[src/rtl/nor_fe_pkg.sv]
package nor_fe_pkg;

    localparam int CMD_AW = 11;

    localparam logic [CMD_AW-1:0] UNL_ADDR_A = 11'h555;
    localparam logic [CMD_AW-1:0] UNL_ADDR_B = 11'h2AA;
    localparam logic [7:0] CMD_UNL_A   = 8'hAA;
    localparam logic [7:0] CMD_UNL_B   = 8'h55;
    localparam logic [7:0] CMD_PROG    = 8'hA0;
    localparam logic [7:0] CMD_IDENT   = 8'h90;
    localparam logic [7:0] CMD_FASTPRG = 8'h20;
    localparam logic [7:0] CMD_ERASE   = 8'h80;
    localparam logic [7:0] CMD_CHIP    = 8'h10;
    localparam logic [7:0] CMD_SECT    = 8'h30;

    typedef enum logic [3:0] {
        ST_READ,
        ST_UNL1,
        ST_UNL2,
        ST_PROG_DATA,
        ST_ERA0,
        ST_ERA1,
        ST_ERA2,
        ST_IDENT,
        ST_FAST,
        ST_FAST_DATA,
        ST_BUSY
    } fe_state_t;

    typedef enum logic [1:0] {
        OP_PROG,
        OP_SECT,
        OP_CHIP
    } op_kind_t;

    typedef struct packed {
        op_kind_t    kind;
        logic        narrow;
        logic        hi_byte;
        logic [15:0] data;
    } op_req_t;

    function automatic logic first_unlock(input logic [CMD_AW-1:0] a, input logic [7:0] d);
        return (a == UNL_ADDR_A) && (d == CMD_UNL_A);
    endfunction

    function automatic logic second_unlock(input logic [CMD_AW-1:0] a, input logic [7:0] d);
        return (a == UNL_ADDR_B) && (d == CMD_UNL_B);
    endfunction

endpackage

[src/rtl/nor_cmd_seq.sv]
module nor_cmd_seq
    import nor_fe_pkg::*;
(
    input  logic              clk,
    input  logic              rst,
    input  logic              pin_rst_n,
    input  logic              wr_stb,
    input  logic [CMD_AW-1:0] cmd_addr,
    input  logic [7:0]        cmd_data,
    input  logic              op_done,
    output fe_state_t         state,
    output logic              op_start,
    output op_kind_t          op_kind
);

    fe_state_t state_q, state_d;
    logic      ret_fast_q, ret_fast_d;

    always_comb begin
        state_d    = state_q;
        ret_fast_d = ret_fast_q;
        op_start   = 1'b0;
        op_kind    = OP_PROG;
        if (state_q == ST_BUSY) begin
            if (op_done) state_d = ret_fast_q ? ST_FAST : ST_READ;
        end else if (wr_stb) begin
            unique case (state_q)
                ST_READ, ST_IDENT:
                    state_d = first_unlock(cmd_addr, cmd_data) ? ST_UNL1 : ST_READ;
                ST_UNL1:
                    state_d = second_unlock(cmd_addr, cmd_data) ? ST_UNL2 : ST_READ;
                ST_UNL2: begin
                    state_d = ST_READ;
                    if (cmd_addr == UNL_ADDR_A) begin
                        case (cmd_data)
                            CMD_PROG:    state_d = ST_PROG_DATA;
                            CMD_IDENT:   state_d = ST_IDENT;
                            CMD_FASTPRG: state_d = ST_FAST;
                            CMD_ERASE:   state_d = ST_ERA0;
                            default:     state_d = ST_READ;
                        endcase
                    end
                end
                ST_PROG_DATA: begin
                    op_start   = 1'b1;
                    ret_fast_d = 1'b0;
                    state_d    = ST_BUSY;
                end
                ST_ERA0:
                    state_d = first_unlock(cmd_addr, cmd_data) ? ST_ERA1 : ST_READ;
                ST_ERA1:
                    state_d = second_unlock(cmd_addr, cmd_data) ? ST_ERA2 : ST_READ;
                ST_ERA2: begin
                    state_d = ST_READ;
                    if (cmd_data == CMD_CHIP && cmd_addr == UNL_ADDR_A) begin
                        op_start   = 1'b1;
                        op_kind    = OP_CHIP;
                        ret_fast_d = 1'b0;
                        state_d    = ST_BUSY;
                    end else if (cmd_data == CMD_SECT) begin
                        op_start   = 1'b1;
                        op_kind    = OP_SECT;
                        ret_fast_d = 1'b0;
                        state_d    = ST_BUSY;
                    end
                end
                ST_FAST:
                    state_d = (cmd_data == CMD_PROG) ? ST_FAST_DATA : ST_READ;
                ST_FAST_DATA: begin
                    op_start   = 1'b1;
                    ret_fast_d = 1'b1;
                    state_d    = ST_BUSY;
                end
                default: state_d = ST_READ;
            endcase
        end
    end

    always_ff @(posedge clk) begin
        if (rst || !pin_rst_n) begin
            state_q    <= ST_READ;
            ret_fast_q <= 1'b0;
        end else begin
            state_q    <= state_d;
            ret_fast_q <= ret_fast_d;
        end
    end

    assign state = state_q;

    assert_pin_reset_read_R13: assert property (@(posedge clk) disable iff (rst)
        !pin_rst_n |=> state_q == ST_READ);

    assert_busy_holds_R12: assert property (@(posedge clk) disable iff (rst)
        (state_q == ST_BUSY && !op_done && pin_rst_n) |=> state_q == ST_BUSY);

    assert_start_enters_busy_R5: assert property (@(posedge clk) disable iff (rst)
        (op_start && pin_rst_n) |=> state_q == ST_BUSY);

endmodule

[src/rtl/nor_array_engine.sv]
module nor_array_engine
    import nor_fe_pkg::*;
#(
    parameter int ARRAY_AW     = 6,
    parameter int SECTOR_AW    = 2,
    parameter int PROG_CYCLES  = 12,
    parameter int ERASE_CYCLES = 40
) (
    input  logic                clk,
    input  logic                rst,
    input  logic                abort,
    input  logic                start,
    input  op_req_t             req,
    input  logic [ARRAY_AW-1:0] req_word,
    input  logic [ARRAY_AW-1:0] rd_word,
    output logic [15:0]         rd_data,
    output logic                busy,
    output logic                done,
    output logic                status_d7
);

    localparam int WORDS   = 1 << ARRAY_AW;
    localparam int MAXC    = (PROG_CYCLES > ERASE_CYCLES) ? PROG_CYCLES : ERASE_CYCLES;
    localparam int CNT_W   = $clog2(MAXC + 1);
    localparam int SEC_SH  = ARRAY_AW - SECTOR_AW;

    logic [15:0]         mem [WORDS];
    logic                busy_q;
    logic [CNT_W-1:0]    cnt_q;
    op_req_t             op_q;
    logic [ARRAY_AW-1:0] word_q;
    logic [CNT_W-1:0]    limit;

    assign limit   = (op_q.kind == OP_PROG) ? CNT_W'(PROG_CYCLES - 1) : CNT_W'(ERASE_CYCLES - 1);
    assign done    = busy_q && !abort && (cnt_q == limit);
    assign busy    = busy_q;
    assign rd_data = mem[rd_word];
    assign status_d7 = (op_q.kind == OP_PROG) ? ~op_q.data[7] : 1'b0;

    always_ff @(posedge clk) begin
        if (rst) begin
            busy_q <= 1'b0;
            cnt_q  <= '0;
            op_q   <= '0;
            word_q <= '0;
            for (int i = 0; i < WORDS; i++) mem[i] <= 16'hFFFF;
        end else if (abort) begin
            busy_q <= 1'b0;
            cnt_q  <= '0;
        end else if (start && !busy_q) begin
            busy_q <= 1'b1;
            cnt_q  <= '0;
            op_q   <= req;
            word_q <= req_word;
        end else if (busy_q) begin
            if (done) begin
                busy_q <= 1'b0;
                unique case (op_q.kind)
                    OP_PROG: begin
                        if (!op_q.narrow)
                            mem[word_q] <= mem[word_q] & op_q.data;
                        else if (op_q.hi_byte)
                            mem[word_q][15:8] <= mem[word_q][15:8] & op_q.data[7:0];
                        else
                            mem[word_q][7:0] <= mem[word_q][7:0] & op_q.data[7:0];
                    end
                    OP_SECT: begin
                        for (int i = 0; i < WORDS; i++)
                            if ((i >> SEC_SH) == int'(word_q >> SEC_SH)) mem[i] <= 16'hFFFF;
                    end
                    default: begin
                        for (int i = 0; i < WORDS; i++) mem[i] <= 16'hFFFF;
                    end
                endcase
            end else begin
                cnt_q <= cnt_q + 1'b1;
            end
        end
    end

    assert_start_runs_R5: assert property (@(posedge clk) disable iff (rst)
        (start && !abort && !busy_q) |=> busy_q);

    assert_end_cause_R13: assert property (@(posedge clk) disable iff (rst)
        $fell(busy_q) |-> ($past(done) || $past(abort)));

endmodule

[src/rtl/nor_bus_drive.sv]
module nor_bus_drive
    import nor_fe_pkg::*;
#(
    parameter logic [7:0] MFR_ID = 8'h37,
    parameter logic [7:0] DEV_ID = 8'hC4
) (
    input  logic        clk,
    input  logic        rst,
    input  logic        pin_rst_n,
    input  logic        ce_n,
    input  logic        oe_n,
    input  logic        we_n,
    input  logic        word_mode,
    input  logic        hi_byte,
    input  logic [1:0]  id_sel,
    input  fe_state_t   state,
    input  logic [15:0] arr_data,
    input  logic        status_d7,
    output logic [15:0] dq_out,
    output logic [15:0] dq_oe
);

    logic rd_now, rd_q, tog_q;
    logic [7:0] id_byte;

    assign rd_now = pin_rst_n && !ce_n && !oe_n && we_n;

    always_comb begin
        case (id_sel)
            2'd0:    id_byte = MFR_ID;
            2'd1:    id_byte = DEV_ID;
            default: id_byte = 8'h00;
        endcase
    end

    always_comb begin
        dq_out = '0;
        case (state)
            ST_IDENT: dq_out[7:0] = id_byte;
            ST_BUSY:  dq_out[7:0] = {status_d7, tog_q, 6'b0};
            default: begin
                if (word_mode)    dq_out = arr_data;
                else if (hi_byte) dq_out[7:0] = arr_data[15:8];
                else              dq_out[7:0] = arr_data[7:0];
            end
        endcase
    end

    assign dq_oe = !rd_now ? 16'h0000 : (word_mode ? 16'hFFFF : 16'h00FF);

    always_ff @(posedge clk) begin
        if (rst) begin
            rd_q  <= 1'b0;
            tog_q <= 1'b0;
        end else begin
            rd_q <= rd_now;
            if (rd_q && !rd_now && state == ST_BUSY) tog_q <= ~tog_q;
        end
    end

    assert_reset_pin_hiz_R13: assert property (@(posedge clk) disable iff (rst)
        !pin_rst_n |-> dq_oe == 16'h0000);

    assert_narrow_upper_hiz_R2: assert property (@(posedge clk) disable iff (rst)
        !word_mode |-> dq_oe[15:8] == 8'h00);

    assert_status_steady_R6: assert property (@(posedge clk) disable iff (rst)
        (rd_now && rd_q && state == ST_BUSY && $past(state) == ST_BUSY) |-> $stable(tog_q));

endmodule

[src/rtl/nor_cmd_frontend.sv]
module nor_cmd_frontend
    import nor_fe_pkg::*;
#(
    parameter int         ADDR_W       = 11,
    parameter int         ARRAY_AW     = 6,
    parameter int         SECTOR_AW    = 2,
    parameter int         PROG_CYCLES  = 12,
    parameter int         ERASE_CYCLES = 40,
    parameter logic [7:0] MFR_ID       = 8'h37,
    parameter logic [7:0] DEV_ID       = 8'hC4
) (
    input  logic              clk,
    input  logic              rst,
    input  logic              pin_rst_n,
    input  logic              ce_n,
    input  logic              we_n,
    input  logic              oe_n,
    input  logic              word_mode,
    input  logic [ADDR_W-1:0] addr,
    input  logic [15:0]       dq_in,
    output logic [15:0]       dq_out,
    output logic [15:0]       dq_oe
);

    logic      wr_now, wr_q, wr_stb;
    fe_state_t state;
    logic      op_start, op_done, busy, status_d7;
    op_kind_t  op_kind;
    op_req_t   req;
    logic [15:0] arr_data;

    assign wr_now = pin_rst_n && !ce_n && !we_n && oe_n;
    assign wr_stb = wr_now && !wr_q;

    always_ff @(posedge clk) begin
        if (rst) wr_q <= 1'b0;
        else     wr_q <= wr_now;
    end

    assign req.kind    = op_kind;
    assign req.narrow  = !word_mode;
    assign req.hi_byte = dq_in[15];
    assign req.data    = word_mode ? dq_in : {8'h00, dq_in[7:0]};

    nor_cmd_seq u_seq (
        .clk      (clk),
        .rst      (rst),
        .pin_rst_n(pin_rst_n),
        .wr_stb   (wr_stb),
        .cmd_addr (addr[CMD_AW-1:0]),
        .cmd_data (dq_in[7:0]),
        .op_done  (op_done),
        .state    (state),
        .op_start (op_start),
        .op_kind  (op_kind)
    );

    nor_array_engine #(
        .ARRAY_AW    (ARRAY_AW),
        .SECTOR_AW   (SECTOR_AW),
        .PROG_CYCLES (PROG_CYCLES),
        .ERASE_CYCLES(ERASE_CYCLES)
    ) u_engine (
        .clk      (clk),
        .rst      (rst),
        .abort    (!pin_rst_n),
        .start    (op_start),
        .req      (req),
        .req_word (addr[ARRAY_AW-1:0]),
        .rd_word  (addr[ARRAY_AW-1:0]),
        .rd_data  (arr_data),
        .busy     (busy),
        .done     (op_done),
        .status_d7(status_d7)
    );

    nor_bus_drive #(
        .MFR_ID(MFR_ID),
        .DEV_ID(DEV_ID)
    ) u_bus (
        .clk      (clk),
        .rst      (rst),
        .pin_rst_n(pin_rst_n),
        .ce_n     (ce_n),
        .oe_n     (oe_n),
        .we_n     (we_n),
        .word_mode(word_mode),
        .hi_byte  (dq_in[15]),
        .id_sel   (addr[1:0]),
        .state    (state),
        .arr_data (arr_data),
        .status_d7(status_d7),
        .dq_out   (dq_out),
        .dq_oe    (dq_oe)
    );

    assert_busy_matches_state_R12: assert property (@(posedge clk) disable iff (rst)
        (state == ST_BUSY) |-> busy);

endmodule

[config.mk]
export PLATFORM = sky130hd
export DESIGN_NAME = nor_cmd_frontend
export DESIGN_NICKNAME = d
export VERILOG_FILES = /design/src/rtl/nor_fe_pkg.sv /design/src/rtl/nor_cmd_seq.sv /design/src/rtl/nor_array_engine.sv /design/src/rtl/nor_bus_drive.sv /design/src/rtl/nor_cmd_frontend.sv
export SDC_FILE = /design/constraint.sdc
export NUM_CORES = 2
export LEC_CHECK = 0
export ABC_AREA = 1
export BUFFER_PORTS_ARGS = -buffer_cell sky130_fd_sc_hd__clkbuf_2
export CAP_MARGIN = 0
export CELL_PAD_IN_SITES_DETAIL_PLACEMENT = 1
export CELL_PAD_IN_SITES_GLOBAL_PLACEMENT = 1
export CORE_ASPECT_RATIO = 2
export CORE_MARGIN = 5
export CORE_UTILIZATION = 40
export CTS_BUF_LIST = sky130_fd_sc_hd__clkbuf_16
export DETAILED_ROUTE_END_ITERATION = 7
export MAX_ROUTING_LAYER = met4
export PLACE_DENSITY_LB_ADDON = 0.1
export SLEW_MARGIN = 0
export SYNTH_ARGS = -nofsm -noshare
export SYNTH_HDL_FRONTEND = slang
export SYNTH_SLANG_ARGS = --single-unit
[constraint.sdc]
create_clock -name clk -period 3.5 [get_ports clk]
set_input_delay 0.175 -clock clk [delete_from_list [all_inputs] [get_ports clk]]
set_output_delay 0.175 -clock clk [all_outputs]
set_load 0.02 [all_outputs]
; Word-level counts from Yosys, hierarchy flattened
; Memory sizes are Yosys's and may differ from the RTL's. A register that Yosys moved wholly into a read port is not among the register bits.
; Index checks and enable logic that the tools add are counted.
[word_totals]
register_bits = 41
ram_bits = 1024
input_bits = 34
out_inout_bits = 32
mem_count = 1
[classes]
add_sub_neg = 1
eq_ne = 28
n_mux = 243
bitwise_logic = 138
reduce_logical = 40
[mem_list]
columns = memory, depth, word_bits, rd, rd_ports_with_merged_regs, write_ports, line
row1 = u_engine.mem, 64, 16, 2, 1, 64, nor_array_engine.sv:27  ; logic [15:0] mem [WORDS];
[op_table]
columns = cell, count
row1 = 16-bit two-way mux, 132
row2 = 1-bit bitwise OR, 130
row3 = 1-bit two-way mux, 79
row4 = 8-bit two-way mux, 6
row5 = 8-bit equality test (second input constant), 4
row6 = 32-bit zero test, 1
row7 = 4-bit two-way mux, 8
row8 = 4-bit one-hot mux with 8 select lines, 1
row9 = 8-bit one-hot mux with 2 select lines, 2
row10 = 6-bit two-way mux, 4
row11 = 16-bit bitwise AND, 1
row12 = 8-bit bitwise AND, 2
row13 = 4-bit by 3-bit equality test with 1-bit output (second input constant), 4
row14 = 8-bit by 6-bit equality test with 1-bit output (second input constant), 2
row15 = 4-bit one-hot mux with 4 select lines, 1
row16 = 16-bit OR reduction, 1
row17 = 1-bit logical AND, 14
row18 = 4-bit equality test (second input constant), 3
row19 = 2-bit two-way mux, 6
row20 = 11-bit by 10-bit equality test with 1-bit output (second input constant), 1
row21 = 11-bit equality test (second input constant), 1
row22 = 2-bit OR reduction, 5
row23 = 4-bit by 2-bit equality test with 1-bit output (second input constant), 2
row24 = 8-bit by 5-bit equality test with 1-bit output (second input constant), 1
row25 = other kinds (22), 39

; Logic depth before layout (Yosys ltp)
[depth]
depth_word = 15
mapped_depth = 16
ltp_nobuf = 13

; Hierarchy
; Synthesis repeated with hierarchy kept, for this count alone.
[hier_totals]
cells_unflattened = 7574
hier_area_um2 = 60733.2
[modules_own_cells]
columns = mod, n_inst, cells_per_inst, area_per_inst_um2
row1 = nor_array_engine, 1, 7300, 59319.4
row2 = nor_cmd_seq, 1, 156, 777.0
row3 = nor_bus_drive, 1, 92, 519.2
row4 = nor_cmd_frontend, 1, 26, 117.6

; Least setup slack after synthesis
; No wires, ideal clock.
[synth_path]
path_type = flip-flop to flip-flop
from = register u_seq.state_q[3], in the netlist u_seq.state[3]
to = memory u_engine.mem[10][0], enable pin
arrival_ps = 2141
setup_slack_ps = 975
stages_incl_launch_ff = 13
path_buffers = 2
synth_period_minus_slack_ps = 2525
cell_sequence = dfxtp_1 > inv_1 > nor2_1 > inv_1 > nor2_4 > inv_1 > nand2_1 > nor2_1 > nand2_4 > nand4_2 > buf_4 > clkbuf_1 > o21ai_0
[synth_rtl]
columns = item, line
row1 = from (decl), nor_cmd_seq.sv:16  ; fe_state_t state_q, state_d;
row2 = from (signal assigned), nor_cmd_seq.sv:84  ; state_q <= state_d;
row3 = to (decl), nor_array_engine.sv:27

==> results_dict.tcl <==
set metrics [dict create \
    outcome "finished, violations left" \
    violations "negative setup slack" \
    register_area_sq_mm 0.03171 \
    crit_required_ns 3.32 \
    end_kind "primary output" \
    min_period_ns 3.532 \
    grt_first_pass_wirelength_um 415700 \
    power.total_uw 30230 \
    syn2layout_area_growth_pct 13.84 \
    grt_max_degree 110 \
    drc 0 \
    num_rows 202 \
    fp.dieH_um 562.5 \
    cts_tree "built" \
    min_path_type "in2reg" \
    path_class "reg2out" \
    dominantRegCellSynth "edfxtp_1" \
    clkSlewWorstSetupHoldPaths_ns 0.06 \
    grt-ovfl-total 0 \
    gp_congestion 0.9607 \
    antenna_left 0 \
    multiInputGateArea_sq_mm 0.02509 \
    max_freq_mhz 283.1 \
    ys_top_cells_by_area "edfxtp_1 (50%), nand2_1 (19%), nand3_1 (9.1%)" \
    drtPass1Iterations 6 \
    yosysTopAreaCellShare_pct 50.37 \
    yosysSeqAreaShare_pct 51.91 \
    power_density_mw_per_mm2 434.9 \
    layout.nets 7749 \
    pin_count 66 \
    max_slew_margin_pct 6.785 \
    utilization_pct 45.83 \
    synth_common_cells "nand2_1 (3130), nand3_1 (1113), edfxtp_1 (1024)" \
    synth_area_leader_cell "edfxtp_1" \
    drtIter0Drc 4779 \
    slew_viol_final 0 \
    core_sq_mm 0.1516 \
    worstSkewPairLatency_ns 0.74 \
    grt_pass1_vias 59834 \
    syn_nets 7674 \
    post_cts.repair.setup_buffers 0 \
    worst_setup_path_start_kind "register" \
    setup_viol 1 \
    cts_root_buffer "clkbuf_16" \
    leakagePower_uw 0.02680 \
    cap_violations 0 \
    yosysMostFrequentCell "nand2_1" \
    rsz0062_at_grt "no" \
    ys_ff_latch 1071 \
    place_hpwl_um 212500 \
    synth_cell_types 44 \
    clk_path_buf_depth 3 \
    clkSinkCount 1071 \
    fin_crit_sh_pct 100.9 \
    ir_drop_mv 0.4081 \
    async_flop_share_pct 0 \
    fp.dieArea_sq_mm 0.1610 \
    numCtsBuffers 104 \
    gr-usage-all-layers_pct 36.82 \
    finalHoldViolations 0 \
    syn_inst 7639 \
    finalClockSkew_ns 0.02508 \
    syn-cell-area_sq_mm 0.06105 \
    io_buffers 65 \
    drive_gt1_share_pct 10.79 \
    syn_avg_cell_area_sq_um 7.992 \
    wl_per_cell_um 30.49 \
    yosys_warnings 0 \
    cp_max_fo 2 \
    layout_setup_ws_ns -0.03189 \
    via_per_inst 5.941 \
    fillers 18189 \
    grt_antenna_before_repair 4 \
    initial_core_util_pct 40.26 \
    drt_wl_total_um 296900 \
    worst_pin_slew_ns 1.384 \
    cts-htree-levels 3 \
    crit_arrival_ns 3.36 \
    die_x_um 286.3 \
    rrSetupSlack_ns 0.19 \
    synth_edf_count 1024 \
    num_vias 57869 \
]
final timing paths:
| path | start | end | depth (start not counted) |
|---|---|---|---|
| worst max-delay path | u_engine.mem[51][12] | dq_out[4] | 9 |
| worst min-delay path | dq_in[4] | u_engine.op_q[18] | 5 |
| worst max register to register | register | u_engine.mem[51][10] | 13 |
| worst min register to register | u_seq.ret_fast_q | u_seq.ret_fast_q | 2 |
power by group:
part / switching (uW) / total [uW] / internal (uW)
Clock: 5360 / 12300 / 6970
Combinational: 2080 / 2900 / 825
Sequential: 384 / 15000 / 14600
Total: 7820 / 30200 / 22400
placed cells by master, fill, tap and decap left out, types with 3 or more instances in the layout:
master / synthesis / routed
nand2_1: 3130 / 3130
nand3_1: 1113 / 1113
edfxtp_1: 1024 / 1024
o21ai_0: 396 / 394
nor2_1: 371 / 369
inv_1: 341 / 359
buf_4: 58 / 342
a21oi_1: 314 / 314
clkbuf_16: 0 / 108
buf_12: 0 / 103
nor2_4: 96 / 97
nand4_1: 80 / 80
clkbuf_2: 0 / 62
dfxtp_1: 47 / 43
o211ai_1: 34 / 34
dlygate4sd3_1: 0 / 32
clkinv_1: 3 / 19
bufinv_16: 0 / 19
nor2_2: 15 / 16
o31ai_1: 14 / 14
clkinv_2: 0 / 14
clkinvlp_4: 0 / 12
nand2_2: 17 / 10
nand2_4: 2 / 9
nor3_2: 0 / 8
nand3_4: 8 / 8
inv_2: 10 / 6
nand3b_1: 6 / 6
nor3_1: 13 / 5
inv_6: 0 / 4
nor4_1: 5 / 4
dfxtp_4: 0 / 4
inv_8: 0 / 3
buf_6: 57 / 3
final cells by class:
type	count	share of cell area [%]
inverter	354	1.966
timing repair buffer	543	7.639
clock inverter	84	1.294
sequential	1071	45.62
tap	1938	3.489
clock buffer	108	3.889
multi-input combinational	5640	36.10
antenna	2	0.007201
layer usage:
layer / part of all wire (%) / global-route usage, %
met1: 34 / 37.14
met2: 51 / 63.81
met3: 4.5 / 3.221
met4: 11 / 31.75
met5: 0 / -
flip-flops by register name, indices dropped and copies added, names as in the netlist, named ones only:
| signal | flops |
|---|---|
| u_engine.cnt_q | 6 |
| u_engine.mem | 1024 |
| u_seq.ret_fast_q | 1 |
| wr_q | 1 |
| u_seq.state | 4 |
| u_engine.op_q | 20 |
| u_bus.rd_q | 1 |
| u_engine.busy | 1 |
| u_bus.tog_q | 1 |
| u_engine.word_q | 6 |
kinds of logic (layout without fill, tap and decap cells):
group / Yosys count / in the layout / share of synthesized area, %
AND/OR/NAND/NOR: 4866 / 4866 / 34.24
flip-flops: 1071 / 1071 / 51.91
buffers and inverters: 928 / 1089 / 7.222
AO/OA/AOI/OAI: 771 / 771 / 6.585
XOR/XNOR: 2 / 2 / 0.02870
adder cells (fa/ha/maj): 1 / 1 / 0.02049
other: 0 / 2 / 0
worst max-delay path: stages, from the launching register on:
cell	delay [ns]
edfxtp_1	0.38
o21ai_0	0.51
nand3_1	0.39
nand3_1	0.24
nand3_1	0.22
nand3_1	0.19
nand3_1	0.24
nand3_1	0.16
nand2_1	0.12
clkbuf_2	0.18
per-stage QoR:
stage	cells	cell area [sq um]	TNS (ns)	hold slack (ns)	setup WS [ns]
after floorplan	7639	61050	0	0.3177	0.9749
after detailed placement	9514	65560	-16.64	0.4203	-0.1422
after global routing	9739	69500	0	0.04086	0.04327
after global placement	9514	65560	-50.60	0.4175	-0.2530
final	9740	69500	-0.03189	0.02496	-0.03189
after CTS	9738	69490	0	0.01065	0.02331
repair_timing:
item | in CTS | in global routing
endpoints found under the setup margin | 247 | 1
endpoints found under the hold margin | 22 | 0
pin swaps | 0 | 0
cloned | 0 | 0
hold buffers | 32 | 0
resized for setup | 1 | 2
Power figures use the tool's default switching activity.
